**config.mk**
```make
export PLATFORM = sky130hd
export DESIGN_NAME = dma_req_sched
export DESIGN_NICKNAME = d
export VERILOG_FILES = /design/src/rtl/dma_sched_pkg.sv /design/src/rtl/dma_sched_datapath.sv /design/src/rtl/dma_sched_control.sv /design/src/rtl/dma_req_sched.sv
export SDC_FILE = /design/constraint.sdc
export NUM_CORES = 1
export LEC_CHECK = 0
export BUFFER_PORTS_ARGS = -buffer_cell sky130_fd_sc_hd__buf_4
export CAP_MARGIN = 20
export CORE_UTILIZATION = 60
export DETAILED_ROUTE_END_ITERATION = 16
export GPL_TIMING_DRIVEN = 0
export PLACE_DENSITY = 0.82
export SLEW_MARGIN = 20
export SYNTH_ARGS = -nofsm -noshare
export SYNTH_HDL_FRONTEND = slang
export SYNTH_SLANG_ARGS = --single-unit
```
**constraint.sdc**
```tcl
create_clock -name clk -period 3.29 [get_ports clk]
set_clock_uncertainty 0.05 [all_clocks]
set_input_delay 0.4935 -clock clk [delete_from_list [all_inputs] [get_ports clk]]
set_output_delay 0.4935 -clock clk [all_outputs]
set_load 0.005 [all_outputs]
```
**src/rtl/dma_sched_pkg.sv**
```systemverilog
package dma_sched_pkg;
  localparam int REQ_N    = 32;
  localparam int CH_N     = 16;
  localparam int SEL_W    = 6;
  localparam int CHAIN_W  = 6;
  localparam int ADDR_W   = 5;
  localparam int DATA_W   = 32;
  localparam int CH_W     = $clog2(CH_N);
  localparam int REQ_W    = $clog2(REQ_N);
  localparam int CFG_BASE = 16;
  localparam int ADDR_RST = 0;
  localparam int ADDR_EN  = 1;
  localparam int ADDR_POL = 2;
  localparam int CHAIN_LO = 8;

  typedef struct packed {
    logic            take;
    logic [CH_W-1:0] takeCh;
    logic            finish;
    logic [CH_W-1:0] finishCh;
    logic            swRst;
  } ctl_t;
endpackage

```
**src/rtl/dma_sched_datapath.sv**
```systemverilog
module dma_sched_datapath
  import dma_sched_pkg::*;
(
  input  logic              clk,
  input  logic              rstN,
  input  logic [REQ_N-1:0]  reqIn,
  input  logic              wrEn,
  input  logic [ADDR_W-1:0] wrAddr,
  input  logic [DATA_W-1:0] wrData,
  input  ctl_t              ctl,
  output logic [CH_N-1:0]   pend
);
  logic [CH_N-1:0]    chEn;
  logic [REQ_N-1:0]   polLow;
  logic [SEL_W-1:0]   selReg   [CH_N];
  logic [CHAIN_W-1:0] chainReg [CH_N];
  logic               cfgHit;
  logic [CH_W-1:0]    cfgIdx;

  assign cfgHit = wrEn && (wrAddr >= ADDR_W'(CFG_BASE));
  assign cfgIdx = CH_W'(wrAddr - ADDR_W'(CFG_BASE));

  always_ff @(posedge clk or negedge rstN) begin
    if (!rstN) begin
      chEn   <= '0;
      polLow <= '0;
    end else if (wrEn) begin
      if (wrAddr == ADDR_W'(ADDR_EN))  chEn   <= wrData[CH_N-1:0];
      if (wrAddr == ADDR_W'(ADDR_POL)) polLow <= wrData[REQ_N-1:0];
    end
  end

  // Edge history: two level stages plus a two-bit arming shift
  logic [REQ_N-1:0] lvlQ, lvlQQ, rise;
  logic [1:0]       armQ;

  always_ff @(posedge clk or negedge rstN) begin
    if (!rstN) begin
      lvlQ  <= '0;
      lvlQQ <= '0;
      armQ  <= '0;
    end else if (ctl.swRst) begin
      lvlQ  <= '0;
      lvlQQ <= '0;
      armQ  <= '0;
    end else begin
      lvlQ  <= reqIn ^ polLow;
      lvlQQ <= lvlQ;
      armQ  <= {armQ[0], 1'b1};
    end
  end

  assign rise = armQ[1] ? (lvlQ & ~lvlQQ) : '0;

  logic [CH_N-1:0] hwTrig;

  for (genvar c = 0; c < CH_N; c++) begin : g_ch
    always_ff @(posedge clk or negedge rstN) begin
      if (!rstN) begin
        selReg[c]   <= '0;
        chainReg[c] <= '0;
      end else if (cfgHit && cfgIdx == CH_W'(c)) begin
        selReg[c]   <= wrData[SEL_W-1:0];
        chainReg[c] <= wrData[CHAIN_LO +: CHAIN_W];
      end
    end
    assign hwTrig[c] = chEn[c] && (selReg[c] < SEL_W'(REQ_N)) &&
                       rise[selReg[c][REQ_W-1:0]];
  end

  logic [CHAIN_W-1:0] chainField;
  logic [CH_W-1:0]    chainTgt;
  logic [CH_N-1:0]    chainSet, clrMask;

  assign chainField = chainReg[ctl.finishCh];
  assign chainTgt   = CH_W'(chainField - CHAIN_W'(1));

  always_comb begin
    chainSet = '0;
    if (ctl.finish && chainField != '0 && chainField <= CHAIN_W'(CH_N))
      chainSet[chainTgt] = chEn[chainTgt];
  end

  always_comb begin
    clrMask = '0;
    if (ctl.take) clrMask[ctl.takeCh] = 1'b1;
  end

  always_ff @(posedge clk or negedge rstN) begin
    if (!rstN)          pend <= '0;
    else if (ctl.swRst) pend <= '0;
    else                pend <= (pend & ~clrMask) | hwTrig | chainSet;
  end


  take_pending_chk: assert property (@(posedge clk) disable iff (!rstN)
    ctl.take |-> pend[ctl.takeCh]);


  take_lowest_chk: assert property (@(posedge clk) disable iff (!rstN)
    ctl.take |-> ((pend & ((CH_N'(1) << ctl.takeCh) - CH_N'(1))) == '0));


  disabled_never_pends_chk: assert property (@(posedge clk) disable iff (!rstN)
    ((pend & ~$past(pend) & ~$past(chEn)) == '0));


  swrst_clears_chk: assert property (@(posedge clk) disable iff (!rstN)
    ctl.swRst |=> (pend == '0));
endmodule

```
**src/rtl/dma_sched_control.sv**
```systemverilog
module dma_sched_control
  import dma_sched_pkg::*;
(
  input  logic              clk,
  input  logic              rstN,
  input  logic [CH_N-1:0]   pend,
  input  logic              xferDone,
  input  logic              wrEn,
  input  logic [ADDR_W-1:0] wrAddr,
  input  logic [DATA_W-1:0] wrData,
  output ctl_t              ctl,
  output logic              grantValid,
  output logic [CH_W-1:0]   grantCh
);
  logic [CH_W-1:0] pick;
  logic            swRst;

  always_comb begin
    pick = '0;
    for (int i = CH_N - 1; i >= 0; i--)
      if (pend[i]) pick = CH_W'(i);
  end

  assign swRst = wrEn && (wrAddr == ADDR_W'(ADDR_RST)) && wrData[0];

  assign ctl.swRst    = swRst;
  assign ctl.take     = !grantValid && (pend != '0) && !swRst;
  assign ctl.takeCh   = pick;
  assign ctl.finish   = grantValid && xferDone && !swRst;
  assign ctl.finishCh = grantCh;

  always_ff @(posedge clk or negedge rstN) begin
    if (!rstN) begin
      grantValid <= 1'b0;
      grantCh    <= '0;
    end else if (swRst) begin
      grantValid <= 1'b0;
    end else if (ctl.take) begin
      grantValid <= 1'b1;
      grantCh    <= pick;
    end else if (ctl.finish) begin
      grantValid <= 1'b0;
    end
  end


  grant_hold_chk: assert property (@(posedge clk) disable iff (!rstN)
    (grantValid && !xferDone && !swRst) |=> (grantValid && $stable(grantCh)));


  regrant_gap_chk: assert property (@(posedge clk) disable iff (!rstN)
    (grantValid && xferDone) |=> !grantValid);
endmodule

```
**src/rtl/dma_req_sched.sv**
```systemverilog
module dma_req_sched
  import dma_sched_pkg::*;
(
  input  logic              clk,
  input  logic              rstN,
  input  logic [REQ_N-1:0]  reqIn,
  input  logic              wrEn,
  input  logic [ADDR_W-1:0] wrAddr,
  input  logic [DATA_W-1:0] wrData,
  input  logic              xferDone,
  output logic              grantValid,
  output logic [CH_W-1:0]   grantCh,
  output logic              doneValid,
  output logic [CH_W-1:0]   doneCh,
  output logic [CH_N-1:0]   pendOut
);
  ctl_t ctl;

  dma_sched_datapath dp_i (
    .clk(clk), .rstN(rstN), .reqIn(reqIn), .wrEn(wrEn), .wrAddr(wrAddr),
    .wrData(wrData), .ctl(ctl), .pend(pendOut)
  );

  dma_sched_control ctl_i (
    .clk(clk), .rstN(rstN), .pend(pendOut), .xferDone(xferDone),
    .wrEn(wrEn), .wrAddr(wrAddr), .wrData(wrData), .ctl(ctl),
    .grantValid(grantValid), .grantCh(grantCh)
  );


  assign doneValid = ctl.finish;
  assign doneCh    = ctl.finishCh;
endmodule

```
==> flow_summary.toml <==
[run_status]
status = "finished with violations"
failing_checks = "negative setup slack"

[worst_hold_path]
timing.hold.worst.class = "primary input to register"

[grt]
wire_length_of_the_first_global_routing_pass_um = 87300
maximum_number_of_pins_on_one_net_before_global_route_repair = 105
via_count_of_the_first_global_routing_pass = 14100
grt_util_all_layers_pct = 38.1
grt_overflow_total = 0
antenna_found_initial = 1

[sta]
final_critical_path_setup_slack_ps = -69.2
relSlewSlack_pct = 15.8
setup_viols_final = 3
period_share_pct = 102
rsz0062_at_grt = "yes"
period_minus_slack_ps = 3360
transition_time_at_the_pin_with_the_least_slew_margin_ps = 1250
slew_viol_final = 0
clock.fmax_mhz = 298
final-hold-violation-count = 0

[finish]
nNetsFinal = 1726
area_growth_pct = 14.3
postLayoutCoreUtil_pct = 70.5
mostFrequentLayoutCell = "sky130_fd_sc_hd__dfrtp_1"
final_layout_size_suffix_gt1_share_pct = 34.3
layout.cells.most_common_list = "sky130_fd_sc_hd__dfrtp_1 (325), sky130_fd_sc_hd__mux2_2 (238), sky130_fd_sc_hd__mux4_2 (114)"
antennaDiodeCount = 0

[drt]
top_layer_used = "met4"
met3_wirelength_um = 7320
firstDrtPassIters = 6
detail_route.iter0.violations = 1823
route.vias.total = 14200
wl_met2_um = 25600
met1_length_um = 22200
wl_per_cell_um = 28.2
final_wirelength_um = 58100
vias_per_cell = 6.88
postRouteAntennaNets = 0
drcViolationCount = 0

[power_and_ir_drop]
p_per_area_mw_per_mm2 = 780
design_power_total_mw = 16.5
vdd_drop_max_v = 0.000502
power_leakage_nw = 8.80

[critical_path]
critPathCaptureType = "register"
path_delay_family = "simple AND/OR/NAND/NOR gates"
worst_path_max_delay_cell = "sky130_fd_sc_hd__nor2_4"
timing.critical_path.from_type = "register"
cp_cell_sequence = "buf_2 -> clkinv_1 -> nor2_4 -> a221oi_1 -> mux2_2 -> mux4_2 -> or3b_1 -> a21oi_1 -> a31o_1"
crit_path_max_incr_delay_ps = 530
type_of_the_setup_path_with_the_least_slack = "register to register"
cp.buffers_inverters = 2
critical_path_required_ps = 3710
cp_data_arrival_time_ps = 3780
critical_path_peak_fanout = 10

[placed_design]
numPortBuffers = 96
gpl.final_weighted_congestion = 0.980
dp.final_hpwl_um = 40600

[synth]
count_of_state_elements_after_synthesis = 327
asyncSetResetFlopFracSynth_pct = 100
count_of_flip_flops_with_a_built_in_enable_after_synthesis = 0
netlist-cell-type-count = 78
dominantRegCellSynth = "sky130_fd_sc_hd__dfrtp_1"
number_of_instances_in_the_synthesized_netlist = 1507
number_of_warnings_printed_during_yosys_synthesis = 0
portion_of_the_post_synthesis_area_used_by_sequential_elements_pct = 44.2
synth.net_count = 1585
synth_area_per_cell_um2 = 12.3
syn_area_mm2 = 0.0185

[die]
num_io_pins = 99
fp.dieArea_mm2 = 0.0316
initial_core_util_pct = 61.6
die_height_um = 178
fp-row-count = 63
die_width_um = 178
core-area_mm2 = 0.0300

[job]
drv_cap = 0

[cts]
ctsHtreeMaxLevel = 2
number_of_buffers_on_the_longest_clock_path = 3
cts.clk_slew.worst_paths_ps = 60
clock_latency_ps = 540
cts_inserted_buffers = 36
tritoncts = "done"
cts.sink_count = 327
clockRootBuffer = "sky130_fd_sc_hd__clkbuf_16"
-- final cells by class --
class                      instances  area (um^2)
buffer                           129          558
clock buffer                      50         1020
clock inverter                    12          199
fill                            2018         8870
inverter                          23         86.3
multi-input combinational       1024         9750
sequential                       327         8190
tap                              390          488
timing repair buffer             107          873
-- sequential cells by signal, summed over array words and instances, names as in the netlist --
| register | flops |
|---|---|
| dp_i.chainReg | 96 |
| dp_i.selReg | 96 |
| dp_i.lvlQQ | 32 |
| dp_i.lvlQ | 32 |
| dp_i.polLow | 32 |
| dp_i.chEn | 16 |
| dp_i.pend | 16 |
| ctl_i.grantCh | 4 |
| dp_i.armQ | 2 |
| ctl_i.grantValid | 1 |
-- routing by layer --
layer	vias up	global-route usage, %
li1	5901	-
met5	-	0
met1	7056	52.3
met2	1032	56.9
met3	195	11.4
met4	0	15.4
-- timing repair --
action	in CTS	in global routing
pin swaps	0	1
resized for setup	11	25
hold buffers	1	0
endpoints found under the hold margin	24	0
buffers inserted	4	3
setup endpoints to repair	17	17
-- where the power goes --
| group | total [mW] | internal [mW] | switching [mW] |
|---|---|---|---|
| combinational | 6.65 | 3.18 | 3.46 |
| clock | 4.19 | 2.50 | 1.69 |
| sequential | 5.66 | 4.90 | 0.755 |
| total | 16.5 | 10.6 | 5.91 |
-- worst reg2reg max path: stages (launching register included) --
cell                       delay [ps]
sky130_fd_sc_hd__dfrtp_1          330
sky130_fd_sc_hd__buf_2            190
sky130_fd_sc_hd__clkinv_1         490
sky130_fd_sc_hd__nor2_4           540
sky130_fd_sc_hd__a221oi_1         150
sky130_fd_sc_hd__mux2_2           310
sky130_fd_sc_hd__mux4_2           510
sky130_fd_sc_hd__or3b_1           450
sky130_fd_sc_hd__a21oi_1          160
sky130_fd_sc_hd__a31o_1           120
-- synthesized netlist by cell type (10+ instances only) --
library cell / n / area (um^2)
sky130_fd_sc_hd__a21oi_1: 19 / 95.1
sky130_fd_sc_hd__a221oi_1: 18 / 158
sky130_fd_sc_hd__nand2_1: 88 / 330
sky130_fd_sc_hd__o21ai_0: 44 / 220
sky130_fd_sc_hd__nand2b_1: 24 / 150
sky130_fd_sc_hd__mux4_1: 11 / 289
sky130_fd_sc_hd__nand3b_1: 32 / 240
sky130_fd_sc_hd__nor2b_1: 19 / 119
sky130_fd_sc_hd__clkbuf_1: 79 / 297
sky130_fd_sc_hd__a211oi_1: 20 / 150
sky130_fd_sc_hd__or2_2: 10 / 62.6
sky130_fd_sc_hd__nor2_1: 96 / 360
sky130_fd_sc_hd__buf_1: 35 / 131
sky130_fd_sc_hd__mux4_2: 113 / 2540
sky130_fd_sc_hd__and2_1: 38 / 238
sky130_fd_sc_hd__xnor2_1: 33 / 289
sky130_fd_sc_hd__inv_1: 19 / 71.3
sky130_fd_sc_hd__mux2i_1: 34 / 340
sky130_fd_sc_hd__dfrtp_1: 327 / 8180
sky130_fd_sc_hd__mux2_2: 240 / 2700
sky130_fd_sc_hd__nand3_1: 16 / 80.1
sky130_fd_sc_hd__o22ai_1: 19 / 119
-- metrics by stage --
step                std cells  hold slack (ps)  setup slack, ps  instance area [um^2]  TNS, ps
floorplan                1507              148              299                 18500        0
global placement         1993              382            -1240                 19700  -406870
detailed placement       1996              308             -739                 19800   -14090
CTS                      2060              142            0.501                 21100        0
global route             2062              142             -112                 21200     -347
finish                   2062              149            -69.2                 21200     -122
-- cell families (layout without fill, tap and decap cells) --
kind of cell	count (synthesis)	after routing	share of synthesized area (%)
xor gates and xnor gates	34	34	1.61
buffers and inverters	156	321	3.45
adders and majority gates	5	5	0.338
muxes	398	398	31.7
AOI/OAI and AO/OA	207	207	7.96
DFF	327	327	44.2
and+or+nand+nor	380	380	10.7
-- path summary, 6_finish.rpt --
path                               startpoint               end  slack (ps)  cells after the start
worst max-delay path             dp_i.armQ[1]     dp_i.pend[12]         -70                      9
worst min-delay path               wrData[17]   dp_i.polLow[17]         150                      2
worst max register to register   dp_i.armQ[1]     dp_i.pend[12]         -70                      9
worst min register to register  dp_i.lvlQ[11]    dp_i.lvlQQ[11]         430                      1
max in group asynchronous                rstN  ctl_i.grantCh[1]        1600                      4
min in group asynchronous                rstN   dp_i.selReg[56]         350                      2
Note: power is estimated with default switching activity, not from simulation.
